### src/rtl/hzfwd_pkg.sv
package hzfwd_pkg;

  // Operand source select: register file, writeback bypass, memory-stage bypass
  typedef enum logic [1:0] {
    FWD_RF  = 2'b00,
    FWD_WB  = 2'b01,
    FWD_MEM = 2'b10
  } fwd_sel_e;

  // Strobes handed from the control side to the pipeline registers
  typedef struct packed {
    logic pcWrite;
    logic ifIdWrite;
    logic ifIdFlush;
    logic idExBubble;
  } pipe_strobes_t;

endpackage

### src/rtl/hfc_operand_match.sv
module hfc_operand_match
  import hzfwd_pkg::*;
#(
  parameter int REG_W   = 4,
  parameter int NUM_SRC = 2
) (
  input  logic [REG_W-1:0] exSrc [NUM_SRC],
  input  logic [REG_W-1:0] idSrc [NUM_SRC],
  input  logic [REG_W-1:0] exRd,
  input  logic             exMemRead,
  input  logic [REG_W-1:0] memRd,
  input  logic             memRegWrite,
  input  logic [REG_W-1:0] wbRd,
  input  logic             wbRegWrite,
  output fwd_sel_e         fwdSel [NUM_SRC],
  output logic             loadUseHit
);

  localparam logic [REG_W-1:0] ZERO_REG = '0;

  logic [NUM_SRC-1:0] luVec;

  // Stage-level qualifiers shared by every source comparator
  logic memLive, wbLive, loadLive;
  assign memLive  = memRegWrite && (memRd != ZERO_REG);
  assign wbLive   = wbRegWrite  && (wbRd  != ZERO_REG);
  assign loadLive = exMemRead   && (exRd  != ZERO_REG);

  for (genvar s = 0; s < NUM_SRC; s++) begin : g_src
    logic memHit, wbHit;

    assign memHit   = memLive && (memRd == exSrc[s]);
    assign wbHit    = wbLive  && (wbRd  == exSrc[s]);
    assign luVec[s] = loadLive && (exRd == idSrc[s]);

    always_comb begin
      if (memHit)     fwdSel[s] = FWD_MEM;
      else if (wbHit) fwdSel[s] = FWD_WB;
      else            fwdSel[s] = FWD_RF;
    end

    // register zero is never the target of a bypass
    always_comb begin
      a_r4_no_zero_fwd: assert (fwdSel[s] == FWD_RF || exSrc[s] != ZERO_REG)
        else $error("bypass selected for source register zero");
    end

    // a live memory-stage match always wins over writeback
    always_comb begin
      a_r3_mem_priority: assert (!(memRegWrite && memRd != ZERO_REG &&
                                   memRd == exSrc[s]) || fwdSel[s] == FWD_MEM)
        else $error("memory-stage match did not take priority");
    end

    // a writeback select needs a writing, matching writeback stage
    always_comb begin
      a_r2_wb_valid: assert (fwdSel[s] != FWD_WB ||
                             (wbRegWrite && wbRd == exSrc[s]))
        else $error("writeback select without a valid match");
    end
  end

  assign loadUseHit = |luVec;

endmodule

### src/rtl/hfc_stage_control.sv
module hfc_stage_control
  import hzfwd_pkg::*;
(
  input  logic          exBranchTaken,
  input  logic          exJump,
  input  logic          loadUseHit,
  output pipe_strobes_t strobes
);

  logic redirect;
  assign redirect = exBranchTaken || exJump;

  always_comb begin
    strobes = '{pcWrite: 1'b1, ifIdWrite: 1'b1, ifIdFlush: 1'b0, idExBubble: 1'b0};
    if (redirect) begin
      // squash the instructions in fetch and decode, take the new target
      strobes.ifIdFlush  = 1'b1;
      strobes.idExBubble = 1'b1;
    end else if (loadUseHit) begin
      // hold fetch and decode, send an empty slot into execute
      strobes.pcWrite    = 1'b0;
      strobes.ifIdWrite  = 1'b0;
      strobes.idExBubble = 1'b1;
    end
  end

  // a redirect never freezes the front end
  always_comb begin
    a_r9_flush_over_stall: assert (!redirect || (strobes.pcWrite && strobes.ifIdWrite))
      else $error("redirect combined with a front-end hold");
  end

  // a hold of the front end always comes with a bubble and no flush
  always_comb begin
    a_r6_stall_shape: assert (strobes.pcWrite ||
                              (strobes.idExBubble && !strobes.ifIdWrite && !strobes.ifIdFlush))
      else $error("malformed stall strobes");
  end

endmodule

### src/rtl/hazard_fwd_ctrl.sv
module hazard_fwd_ctrl
  import hzfwd_pkg::*;
#(
  parameter  int REG_COUNT = 16,
  localparam int REG_W     = $clog2(REG_COUNT)
) (
  input  logic [REG_W-1:0] idRs1,
  input  logic [REG_W-1:0] idRs2,
  input  logic [REG_W-1:0] exRs1,
  input  logic [REG_W-1:0] exRs2,
  input  logic [REG_W-1:0] exRd,
  input  logic             exRegWrite,
  input  logic             exMemRead,
  input  logic [REG_W-1:0] memRd,
  input  logic             memRegWrite,
  input  logic [REG_W-1:0] wbRd,
  input  logic             wbRegWrite,
  input  logic             exBranchTaken,
  input  logic             exJump,
  output logic [1:0]       fwdA,
  output logic [1:0]       fwdB,
  output logic             pcWrite,
  output logic             ifIdWrite,
  output logic             ifIdFlush,
  output logic             idExBubble
);

  localparam int NUM_SRC = 2;

  logic [REG_W-1:0] exSrc [NUM_SRC];
  logic [REG_W-1:0] idSrc [NUM_SRC];
  fwd_sel_e         fwdSel [NUM_SRC];
  logic             loadUseHit;
  pipe_strobes_t    strobes;
  logic             unusedExWrite;

  assign exSrc[0] = exRs1;
  assign exSrc[1] = exRs2;
  assign idSrc[0] = idRs1;
  assign idSrc[1] = idRs2;
  // a load always writes; the write flag of execute adds nothing to the checks
  assign unusedExWrite = exRegWrite;

  hfc_operand_match #(
    .REG_W  (REG_W),
    .NUM_SRC(NUM_SRC)
  ) u_match (
    .exSrc      (exSrc),
    .idSrc      (idSrc),
    .exRd       (exRd),
    .exMemRead  (exMemRead),
    .memRd      (memRd),
    .memRegWrite(memRegWrite),
    .wbRd       (wbRd),
    .wbRegWrite (wbRegWrite),
    .fwdSel     (fwdSel),
    .loadUseHit (loadUseHit)
  );

  hfc_stage_control u_ctrl (
    .exBranchTaken(exBranchTaken),
    .exJump       (exJump),
    .loadUseHit   (loadUseHit),
    .strobes      (strobes)
  );

  assign fwdA       = fwdSel[0];
  assign fwdB       = fwdSel[1];
  assign pcWrite    = strobes.pcWrite;
  assign ifIdWrite  = strobes.ifIdWrite;
  assign ifIdFlush  = strobes.ifIdFlush;
  assign idExBubble = strobes.idExBubble;

  // every flush of fetch/decode also empties the execute slot
  always_comb begin
    a_r8_flush_pair: assert (!ifIdFlush || idExBubble)
      else $error("flush without execute bubble");
  end

  // a load to register zero leaves the front end running
  always_comb begin
    a_r11_zero_load: assert (!(exMemRead && exRd == '0) || pcWrite)
      else $error("stall on load to register zero");
  end

endmodule

### config.mk
export PLATFORM = sky130hd
export DESIGN_NAME = hazard_fwd_ctrl
export DESIGN_NICKNAME = d
export VERILOG_FILES = /design/src/rtl/hzfwd_pkg.sv /design/src/rtl/hfc_operand_match.sv /design/src/rtl/hfc_stage_control.sv /design/src/rtl/hazard_fwd_ctrl.sv
export SDC_FILE = /design/constraint.sdc
export NUM_CORES = 1
export LEC_CHECK = 0
export BUFFER_PORTS_ARGS = -buffer_cell sky130_fd_sc_hd__buf_2
export CORE_AREA = 2 2 39 41
export DETAILED_ROUTE_END_ITERATION = 12
export DIE_AREA = 0 0 41 43
export GPL_ROUTABILITY_DRIVEN = 1
export GPL_TIMING_DRIVEN = 0
export PLACE_DENSITY = 0.69
export SYNTH_ARGS = -nofsm -noshare
export SYNTH_HDL_FRONTEND = slang
export SYNTH_SLANG_ARGS = --single-unit
### constraint.sdc
create_clock -name vclk -period 1.13
set_input_delay 0.113 -clock vclk [all_inputs]
set_output_delay 0.113 -clock vclk [all_outputs]
set_load 0.02 [all_outputs]
# ---- Word-level counts from Yosys, hierarchy flattened
# Index checks and enable logic that the tools add are counted.
dict set report classes {
  eq_ne 6
  n_mux 9
  n_reduce_logical 14
}
# cell count
set op_table {}
lappend op_table {{$eq 4x4->1} 6}
lappend op_table {{$reduce_bool 4->1} 3}
lappend op_table {{$logic_and 1x1->1} 9}
lappend op_table {{$mux 2} 4}
lappend op_table {{$mux 1} 5}
lappend op_table {{$reduce_or 2->1} 1}
lappend op_table {{$logic_or 1x1->1} 1}
dict set report word_totals {
  regBits 0
  in_bits 34
  out_inout_bits 8
}

# ---- Longest topological paths before layout
dict set report depth {
  depth_word 6
  depth_mapped 5
  ltp_nobuf 4
}

# ---- Modules after synthesis
# A second synthesis with hierarchy kept.
dict set report unflattened {
  hier_cells 45
  hier_area_um2 362.8
}
# mod instances cells_per_inst area_each_um2 seq_area_each_um2
set by_module_without_submodules {}
lappend by_module_without_submodules {hfc_operand_match 1 40 326.6 0.0}
lappend by_module_without_submodules {hfc_stage_control 1 5 36.3 0.0}

# ---- Least setup slack after synthesis
# No wires, ideal clock.
dict set report synth_timing {
  kind {input-to-output}
  start {input memRd[0]}
  end {output fwdA[0]}
  arrival_time_ps 927
  setup_slack_ps 90
  stages 3
  n_path_buf 0
  path_cell_list {o41ai_4 nor4_2 nor3_2}
}
dict set report synth_between {
  elab_chain_cells 4
}
# item line_no
set synth_rtl {}
lappend synth_rtl {{start, declared} hazard_fwd_ctrl.sv:14} ;# input logic [REG_W-1:0] memRd,
lappend synth_rtl {{$reduce_bool 4->1} hfc_operand_match.sv:25} ;# assign memLive = memRegWrite && (memRd != ZERO_REG);
lappend synth_rtl {{$logic_and 1x1->1} hfc_operand_match.sv:25}
lappend synth_rtl {{$logic_and 1x1->1 (*)} hfc_operand_match.sv:32} ;# assign memHit = memLive && (memRd == exSrc[s]);
lappend synth_rtl {{net u_match.g_src[0].memHit} hfc_operand_match.sv:30} ;# logic memHit, wbHit;
lappend synth_rtl {{$mux 2 (*)} hfc_operand_match.sv:37} ;# if (memHit) fwdSel[s] = FWD_MEM;
lappend synth_rtl {{end, declared} hazard_fwd_ctrl.sv:20} ;# output logic [1:0] fwdA,
# The timed path passes the listed nets; every way through them passes the cells marked *.

# ---- Worst setup path in the final report
dict set report layout_timing {
  start {input memRd[3]}
  end {output fwdA[1]}
}
# Same word-level chain as after synthesis.

==> metrics.txt <==
largest cells by area after synthesis xnor2_1, nand4_1, o41ai_4; VDD IR max approximately 0.00014 V; CP endpoint kind primary output; Top Ports 42; FF+latch area 0 um^2; power per cell area between 300 and 400 nW/um^2; global-route usage over all layers 16.2%; WL per Instance roughly 13 um; Placement Setup Slack -0.130 ns; vias in the first global route slightly below 500; CORE AREA between 1000 and 1500 um^2; fmax about 0.86 GHz; Final Hold Fails 0; number of sequential cells 0; Area after DPL approximately 610 um^2; # Max-Cap Violations 0; Mean Syn Cell Area 8.48 um^2; failing checks setup timing; detailed router's first-iteration violation count 1; Pins Over Slew Limit 0; mapped cell area between 300 and 400 um^2; Final TNS setup -0.0853 ns; ANT nets after route 0; fraction of layout cells with a size suffix above 1 approximately three quarters; RSZ-0062 raised after global routing true; startpoint types input pin; Nets around 120; Layout area overhead 115%; post-detail-place hpwl between 900 and 1000 um; RD Place Congestion slightly below 0.8; total gr overflow 0; Tot Pwr roughly 0.32 mW; IO Port Bufs 41; Final Setup Violations 4; chip width ~41 um; floorplan row count 14; type of the tightest min-delay check input pin to primary output; area leader, netlist xnor2_1; relative slew slack between 70% and 80%; CP max FO 3; setup ws final -0.0272 ns; post-synthesis sequential area ratio 0%; initial antenna violation count 0; pin count of the biggest net entering global routing 4; fin crit share 102%; Data required, critical path 1.02 ns; Syn Inst Count 45; Post-route DRC 0; top-area cell type share of the netlist area 50.5%; Antenna Cells 0; WL final approximately 1300 um; fin area 820 um^2; Worst Tran Pin Value roughly 0.4 ns; syn nets 79; library cells used by synthesis 15; die area between 1500 and 2000 um^2; via count 471; first-pass GRT wire length roughly 2000 um; TritonRoute pass-1 iters 2; Critical Path AT between 1 and 1.5 ns; Die Y between 40 and 50 um; status finished with violations; Synth top cells by count xnor2_1, nand4_1, buf_4; clock buffer count 0; most instantiated library cell after synthesis xnor2_1; Tmin final 1.16 ns; Pleak ~0.36 nW; synth warn 0; mean number of vias per cell roughly 4.6; CP Class input pin to primary output; # hold bufs at CTS 0; Initial Util 27.6%
## worst max-delay path, stage by stage
cell and delay, ns:
buf_8 0.10, o41ai_4 0.46, nor4_4 0.10, buf_4 0.15, buf_6 0.12
## power breakdown
group | switching, mW | total, mW | internal, mW
clock | 0 | 0 | 0
combinational | 0.136 | 0.319 | 0.183
sequential | 0 | 0 | 0
## worst paths after layout
path | slack, ns | cells after the start | from | to
min | 0.55 | 4 | exBranchTaken | ifIdFlush
max | -0.03 | 5 | memRd[3] | fwdA[1]
## stage by stage
stage | util, % | std cells | hold slack (ns)
finish | 59.2 | 103 | 0.545
global route | 59.2 | 103 | 0.587
detailed placement | 43.9 | 102 | 0.543
global placement | 43.9 | 102 | 0.537
floorplan | - | 45 | 0.349
CTS | 54.8 | 103 | 0.543
## cells by family (layout without fill, tap and decap cells)
family                    after synthesis  count (layout)  synth area share, %
buffers and inverters                   4              46                 6.88
AOI/OAI and AO/OA                       4               4                 15.1
and+or+nand+nor                        13              13                 23.0
xor gates and xnor gates               24              24                 55.1
## final cells by class
type,count,area [um^2]
Buffer,2,15.0
Fill cell,122,564
Inverter,1,3.75
Multi-Input combinational cell,41,464
Tap cell,16,20.0
Timing Repair Buffer,43,317
## cells in the final DEF (no fill, tap or decap)
master and n:
xnor2_2 9, xnor2_4 1, xor2_1 2, inv_1 1, nor3_2 2, nor2_2 1
nand2b_1 1, nand2_2 1, buf_2 25, nand2_1 1, buf_4 7, o41ai_4 1
buf_8 2, o41ai_2 2, nor4_4 1, a21oi_2 1, xnor2_1 12, buf_6 11
nand4_1 5, nor2_1 1
## timing repair
item,in CTS,in global routing
gates resized for setup,34,10
buffers inserted,1,1
pin swaps,16,7
setup endpoints to repair,5,7
## metal layers
metal  global-route usage (%)  share of wire, %  vias to the layer above  wire length, um
met4                     3.33               1.9                        0               24
met2                     28.7                62                        4              800
li1                         -                 -                      244                -
met3                    0.524              0.78                        2               10
met5                        0                 0                        -                0
met1                     20.4                35                      221              455
Power figures use the tool's default switching activity.
